$ cat config.mk
export PLATFORM = sky130hd
export DESIGN_NAME = stack_shield
export DESIGN_NICKNAME = d
export VERILOG_FILES = /design/src/rtl/shield_pkg.sv /design/src/rtl/shield_bounds.sv /design/src/rtl/shield_classify.sv /design/src/rtl/shield_rdpath.sv /design/src/rtl/stack_shield.sv
export SDC_FILE = /design/constraint.sdc
export NUM_CORES = 1
export LEC_CHECK = 0
export BUFFER_PORTS_ARGS = -buffer_cell sky130_fd_sc_hd__clkbuf_2
export CORE_AREA = 2 2 130 132
export DETAILED_ROUTE_END_ITERATION = 12
export DIE_AREA = 0 0 132 134
export PLACE_DENSITY = 0.71
export SYNTH_ARGS = -nofsm -noshare
export SYNTH_HDL_FRONTEND = slang
export SYNTH_SLANG_ARGS = --single-unit
$ cat constraint.sdc
create_clock -name clk -period 9.15 [get_ports clk]
set_input_delay 1.83 -clock clk [delete_from_list [all_inputs] [get_ports clk]]
set_output_delay 1.83 -clock clk [all_outputs]
set_load 0.02 [all_outputs]
$ cat src/rtl/shield_pkg.sv
// Shared types for the stack frame shield checker.
// Assumes byte addresses and a common address/data width.
package shield_pkg;
    localparam int SH_AW = 32;

    typedef enum logic [1:0] {
        ACC_PASS = 2'd0,
        ACC_TRAP = 2'd1,
        ACC_HIDE = 2'd2
    } acc_kind_e;

    typedef struct packed {
        logic [SH_AW-1:0] rd_low;
        logic [SH_AW-1:0] wr_low;
        logic [SH_AW-1:0] top;
    } bounds_t;
endpackage

$ cat src/rtl/shield_bounds.sv
// Bound register set. Holds the read lower bound, the write lower bound and
// the frame top. Assumes the control stack presents all three together with
// a load strobe; the new values are visible from the next cycle.
module shield_bounds
    import shield_pkg::*;
(
    input  logic             clk,
    input  logic             rst_n,
    input  logic             load,
    input  logic [SH_AW-1:0] new_rd_low,
    input  logic [SH_AW-1:0] new_wr_low,
    input  logic [SH_AW-1:0] new_top,
    output bounds_t          bounds
);
    bounds_t bnd_q;

    // Capture new bounds on load; reset to a neutral frame covering all memory.
    always_ff @(posedge clk) begin
        if (!rst_n) begin
            bnd_q.rd_low <= '0;
            bnd_q.wr_low <= '0;
            bnd_q.top    <= '1;
        end else if (load) begin
            bnd_q.rd_low <= new_rd_low;
            bnd_q.wr_low <= new_wr_low;
            bnd_q.top    <= new_top;
        end
    end

    assign bounds = bnd_q;
endmodule

$ cat src/rtl/shield_classify.sv
// Combinational access classifier. Compares the request address, unsigned,
// against the bound set and picks trap, pass or hide. The trap has priority
// over hiding when the bounds are inconsistent. Assumes a valid request.
module shield_classify
    import shield_pkg::*;
(
    input  logic             is_write,
    input  logic [SH_AW-1:0] addr,
    input  bounds_t          bounds,
    output acc_kind_e        kind
);
    logic [SH_AW-1:0] low_sel;
    logic             under_low;
    logic             over_top;

    // Select the lower bound by direction and evaluate both comparisons.
    always_comb begin
        low_sel   = is_write ? bounds.wr_low : bounds.rd_low;
        under_low = addr < low_sel;
        over_top  = addr > bounds.top;
    end

    // Resolve the outcome, trap first.
    always_comb begin
        if (under_low)     kind = ACC_TRAP;
        else if (over_top) kind = ACC_HIDE;
        else               kind = ACC_PASS;
    end
endmodule

$ cat src/rtl/shield_rdpath.sv
// Read response path. Tracks each accepted read for RD_LAT cycles, matching
// the cache's fixed read latency, and substitutes CANARY for hidden reads.
// Assumes the cache answers every forwarded read exactly RD_LAT cycles later.
module shield_rdpath #(
    parameter int          RD_LAT = 1,
    parameter int          DW     = 32,
    parameter logic [31:0] CANARY = 32'h0
) (
    input  logic          clk,
    input  logic          rst_n,
    input  logic          rd_accept,
    input  logic          rd_hide,
    input  logic          cache_rvalid,
    input  logic [DW-1:0] cache_rdata,
    output logic          rsp_valid,
    output logic [DW-1:0] rsp_data
);
    logic [RD_LAT-1:0] vld_q;
    logic [RD_LAT-1:0] hid_q;

    for (genvar g = 0; g < RD_LAT; g++) begin : g_stage
        if (g == 0) begin : g_head
            // First stage takes the read accepted this cycle.
            always_ff @(posedge clk) begin
                if (!rst_n) begin
                    vld_q[0] <= 1'b0;
                    hid_q[0] <= 1'b0;
                end else begin
                    vld_q[0] <= rd_accept;
                    hid_q[0] <= rd_accept & rd_hide;
                end
            end
        end else begin : g_body
            // Later stages shift the tracking bits forward.
            always_ff @(posedge clk) begin
                if (!rst_n) begin
                    vld_q[g] <= 1'b0;
                    hid_q[g] <= 1'b0;
                end else begin
                    vld_q[g] <= vld_q[g-1];
                    hid_q[g] <= hid_q[g-1];
                end
            end
        end
    end

    // Drive the response: canary for hidden reads, cache data otherwise.
    always_comb begin
        rsp_valid = vld_q[RD_LAT-1];
        if (!rsp_valid)                rsp_data = '0;
        else if (hid_q[RD_LAT-1])      rsp_data = CANARY[DW-1:0];
        else                           rsp_data = cache_rdata;
    end


    pass_rd_has_data_chk: assert property (@(posedge clk) disable iff (!rst_n)
        (rsp_valid && !hid_q[RD_LAT-1]) |-> cache_rvalid);

    hidden_rd_no_cache_chk: assert property (@(posedge clk) disable iff (!rst_n)
        (rsp_valid && hid_q[RD_LAT-1]) |-> !cache_rvalid);

    no_rsp_after_reset_chk: assert property (@(posedge clk) disable iff (!rst_n)
        !$past(rst_n) |-> !rsp_valid);
endmodule

$ cat src/rtl/stack_shield.sv
// Stack frame shield checker, top level. Sits between the core's data
// request port and the data cache. Traps accesses below the lower bounds,
// forwards in-frame accesses with no added cycle, returns a canary for reads
// above the frame top, and turns writes there into "write word, invalidate
// rest of line, no fill" commands. Assumes one request per cycle at most and
// a fixed-latency cache read.
module stack_shield
    import shield_pkg::*;
#(
    parameter int          LINE_BYTES = 32,
    parameter int          WORD_BYTES = 4,
    parameter int          RD_LAT     = 1,
    parameter logic [31:0] CANARY     = 32'h0,
    localparam int         OFF_W      = $clog2(WORD_BYTES),
    localparam int         IDX_W      = $clog2(LINE_BYTES / WORD_BYTES)
) (
    input  logic             clk,
    input  logic             rst_n,
    input  logic             bnd_load,
    input  logic [SH_AW-1:0] bnd_rd_low,
    input  logic [SH_AW-1:0] bnd_wr_low,
    input  logic [SH_AW-1:0] bnd_top,
    input  logic             req_valid,
    input  logic             req_write,
    input  logic [SH_AW-1:0] req_addr,
    input  logic [SH_AW-1:0] req_wdata,
    output logic             cache_req_valid,
    output logic             cache_req_write,
    output logic [SH_AW-1:0] cache_req_addr,
    output logic [SH_AW-1:0] cache_req_wdata,
    output logic             cache_inv_keep,
    output logic [IDX_W-1:0] cache_keep_idx,
    input  logic             cache_rvalid,
    input  logic [SH_AW-1:0] cache_rdata,
    output logic             core_rvalid,
    output logic [SH_AW-1:0] core_rdata,
    output logic             trap_valid,
    output logic [SH_AW-1:0] trap_addr,
    output logic             trap_is_write
);
    bounds_t   bounds;
    acc_kind_e kind;

    shield_bounds u_bounds (
        .clk        (clk),
        .rst_n      (rst_n),
        .load       (bnd_load),
        .new_rd_low (bnd_rd_low),
        .new_wr_low (bnd_wr_low),
        .new_top    (bnd_top),
        .bounds     (bounds)
    );

    shield_classify u_classify (
        .is_write (req_write),
        .addr     (req_addr),
        .bounds   (bounds),
        .kind     (kind)
    );

    // Steer the request to the cache or the trap port by outcome.
    always_comb begin
        trap_valid      = req_valid && (kind == ACC_TRAP);
        trap_addr       = trap_valid ? req_addr : '0;
        trap_is_write   = trap_valid && req_write;
        cache_req_valid = req_valid && ((kind == ACC_PASS) ||
                                        (kind == ACC_HIDE && req_write));
        cache_req_write = cache_req_valid && req_write;
        cache_req_addr  = cache_req_valid ? req_addr : '0;
        cache_req_wdata = cache_req_write ? req_wdata : '0;
        cache_inv_keep  = cache_req_write && (kind == ACC_HIDE);
        cache_keep_idx  = cache_inv_keep ? req_addr[OFF_W +: IDX_W] : '0;
    end

    logic rd_accept;
    logic rd_hide;

    // A read that is not trapped produces a response, real or canary.
    always_comb begin
        rd_accept = req_valid && !req_write && (kind != ACC_TRAP);
        rd_hide   = (kind == ACC_HIDE);
    end

    shield_rdpath #(
        .RD_LAT (RD_LAT),
        .DW     (SH_AW),
        .CANARY (CANARY)
    ) u_rdpath (
        .clk          (clk),
        .rst_n        (rst_n),
        .rd_accept    (rd_accept),
        .rd_hide      (rd_hide),
        .cache_rvalid (cache_rvalid),
        .cache_rdata  (cache_rdata),
        .rsp_valid    (core_rvalid),
        .rsp_data     (core_rdata)
    );


    trap_blocks_cache_chk: assert property (@(posedge clk) disable iff (!rst_n)
        trap_valid |-> !cache_req_valid);

    inv_keep_is_write_chk: assert property (@(posedge clk) disable iff (!rst_n)
        cache_inv_keep |-> (cache_req_valid && cache_req_write && req_valid));

    trap_over_inv_chk: assert property (@(posedge clk) disable iff (!rst_n)
        trap_valid |-> !cache_inv_keep);

    new_bound_next_cycle_chk: assert property (@(posedge clk) disable iff (!rst_n)
        ($past(rst_n) && $past(bnd_load) && req_valid && !req_write &&
         (req_addr < $past(bnd_rd_low))) |-> trap_valid);

    pass_unchanged_chk: assert property (@(posedge clk) disable iff (!rst_n)
        (cache_req_valid && !cache_inv_keep) |->
            (cache_req_addr == req_addr && cache_req_write == req_write));
endmodule

==> run summary <==
register bit total from synthesis -> 98
initial antenna violation count -> 6
top post-synthesis cells by area -> dfxtp_1, mux2i_1, ha_1
max-cap viol count -> 0
CP Max Fanout -> 34
number of synthesized flops with an enable pin -> 0
Post-route DRC -> 0
cts bufs inserted -> 9
drt initial violations -> 271
worst reg2reg setup slack -> 6210 ps
R2R cell count -> 8
Syn Area/Cell -> 8.96 µm²
via count -> 6170
cell taking the most area after synthesis -> dfxtp_1
Worst Hold Class -> register to register
Final Hold Vio Count -> 0
die footprint -> 17700 µm²
drt via density -> 4.98
First-pass DRT Iterations -> 4
Resized cells post-CTS -> 0
status -> complete, no violations
Main synth FF type -> dfxtp_1
largest net degree at the start of global routing -> 99
worst-margin pin slew -> 1210 ps
Core Rows -> 47
dpl ws -> 1680 ps
Post-CTS Hold Fix Bufs -> 0
final critical-path share of the clock period -> 81.3%
P&R area growth vs syn -> 33.3%
Initial Util -> 38.8%
Core ar. -> 16300 µm²
Final setup viols -> 0
Worst Skew -> 4.39 ps
kind of critical path -> input pin to primary output
Die Span X -> 132 µm
DRT Wirelength -> 21900 µm
Final min period -> 7440 ps
RSZ-0062 raised after global routing -> no
first-pass GRT wire length -> 32100 µm
DIE HEIGHT -> 134 µm
clk sink count -> 98
Required @ worst endpoint -> 7320 ps
post-CTS setup buffer count -> 0
H-tree depth -> 3
Worst Path Arrival -> 5610 ps
grt total ovfl -> 0
Max IR drop VDD -> 0.000118 V
Slew Viols, Final -> 0
Overall Global Routing Usage -> 23.7%
CTS tree -> built
Final ANT Viol Nets -> 0
layout cells sized above 1 -> 35.3%
HPWL after detailed placement -> 17200 µm
Clock Pin Slew Worst Setup and Hold Paths -> 70 ps
post-synth top area share -> 31.0%
CTS Root Cell -> clkbuf_16
Syn. warnings -> 0
vias in the first global route -> 5655
CTS max path bufs -> 2
Synthesized Nets -> 967
Cells after Synth -> 706
power per cell area -> 140 nW/µm²
setup TNS -> 0 ps
synth unique cells -> 38
relative slew slack -> 19.3%
sequential element share of the synthesized area -> 31.0%
hold path depth -> 2
number of placed I/O pins -> 335
gpl congestion -> 0.843
total power -> 1.18 mW
LEAKAGE -> 4.42 nW
post-route setup slack -> 1710 ps
drt wl/cell -> 17.7 µm
Worst-Skew Late Latency -> 350 ps
IO buf count -> 333
Fmax -> 134 MHz
CP Launch Type -> input pin
Crit. End Element -> primary output
ys async rst share -> 0%
Nets -> 1270
Mapped Area -> 6320 µm²
-- kinds of logic (layout without fill, tap and decap cells) --
logic type	after synthesis	after routing	share of synthesized area [%]
other	0	5	0
DFF	98	98	31.0
AOI/OAI and AO/OA	91	91	9.87
adders and majority gates	63	63	12.5
muxes	97	97	15.4
buffers and inverters	79	387	4.93
and+or+nand+nor	278	278	26.4
-- registers in the layout (all words and copies together), names as in the netlist --
register,count
u_rdpath.rsp_valid,1
u_rdpath.hid_q,1
u_bounds.bounds,96
-- worst paths after layout --
path / start / end
max: req_write / trap_addr[12]
min: u_bounds.bounds[7] / u_bounds.bounds[7]
max reg2reg: u_bounds.bounds[38] / u_rdpath.hid_q
min reg2reg: u_bounds.bounds[7] / u_bounds.bounds[7]
-- cells in the final DEF (no fill, tap or decap), drive strengths merged, types with 33 or more instances in the layout --
master and instances:
clkbuf 342, nand2 43, ha 63, nor3b 35
nor2b 99, o211ai 33, mux2i 97, inv 37
and2 65, dfxtp 98
-- stage by stage --
stage	hold slack [ps]	std cells	util (%)	cell area [µm²]
2_1_floorplan	446	706	-	6320
6_report	483	1239	51.7	8430
3_5_place_dp	477	1218	49.8	8110
4_1_cts	488	1234	51.7	8420
5_1_grt	506	1238	51.7	8430
3_3_place_gp	472	1218	49.8	8110
-- power breakdown --
group / leakage [nW] / total (mW) / switching (mW) / internal (mW)
Clock: 0.147 / 0.399 / 0.182 / 0.217
Combinational: 3.46 / 0.315 / 0.183 / 0.131
Sequential: 0.812 / 0.464 / 0.0108 / 0.453
Total: 4.42 / 1.18 / 0.376 / 0.801
-- Yosys cell counts, types with 2 or more instances --
library cell,n
nor3b_1,35
nand3_1,5
inv_1,34
a21o_1,4
a2111o_1,2
and2_1,65
nor4_1,3
nand2b_1,2
mux2i_1,97
o21ai_0,10
nor4_2,2
ha_1,63
clkbuf_1,30
buf_1,5
a21boi_0,2
nand2_1,43
buf_2,9
nor2_1,6
nand4_1,14
o211ai_1,33
nor3_1,2
a21oi_1,29
nor2b_1,99
dfxtp_1,98
-- cell type report --
cell class,instances,area [µm²]
fill,1599,7860
sequential,98,1960
tap,220,275
inverter,34,128
multi-input combinational,529,4050
clock buffer,10,229
clock inverter,6,73.8
antenna,5,12.5
timing repair buffer,337,1700
-- metal layers --
layer	track usage (%)	vias up	routed length, µm
met3	6.54	42	1460
met2	39.6	227	10500
met5	0	-	13
met4	11.4	2	821
met1	28.2	2835	9090
li1	-	3064	-
-- critical path, stage by stage --
cell and delay [ps]:
clkbuf_2 650, buf_4 400, mux2i_1 260, ha_1 290, a21oi_1 120, a21boi_0 100, a2111o_1 520, a21oi_2 990
and2_1 250, clkbuf_2 170
Note: power is estimated with default switching activity, not from simulation.
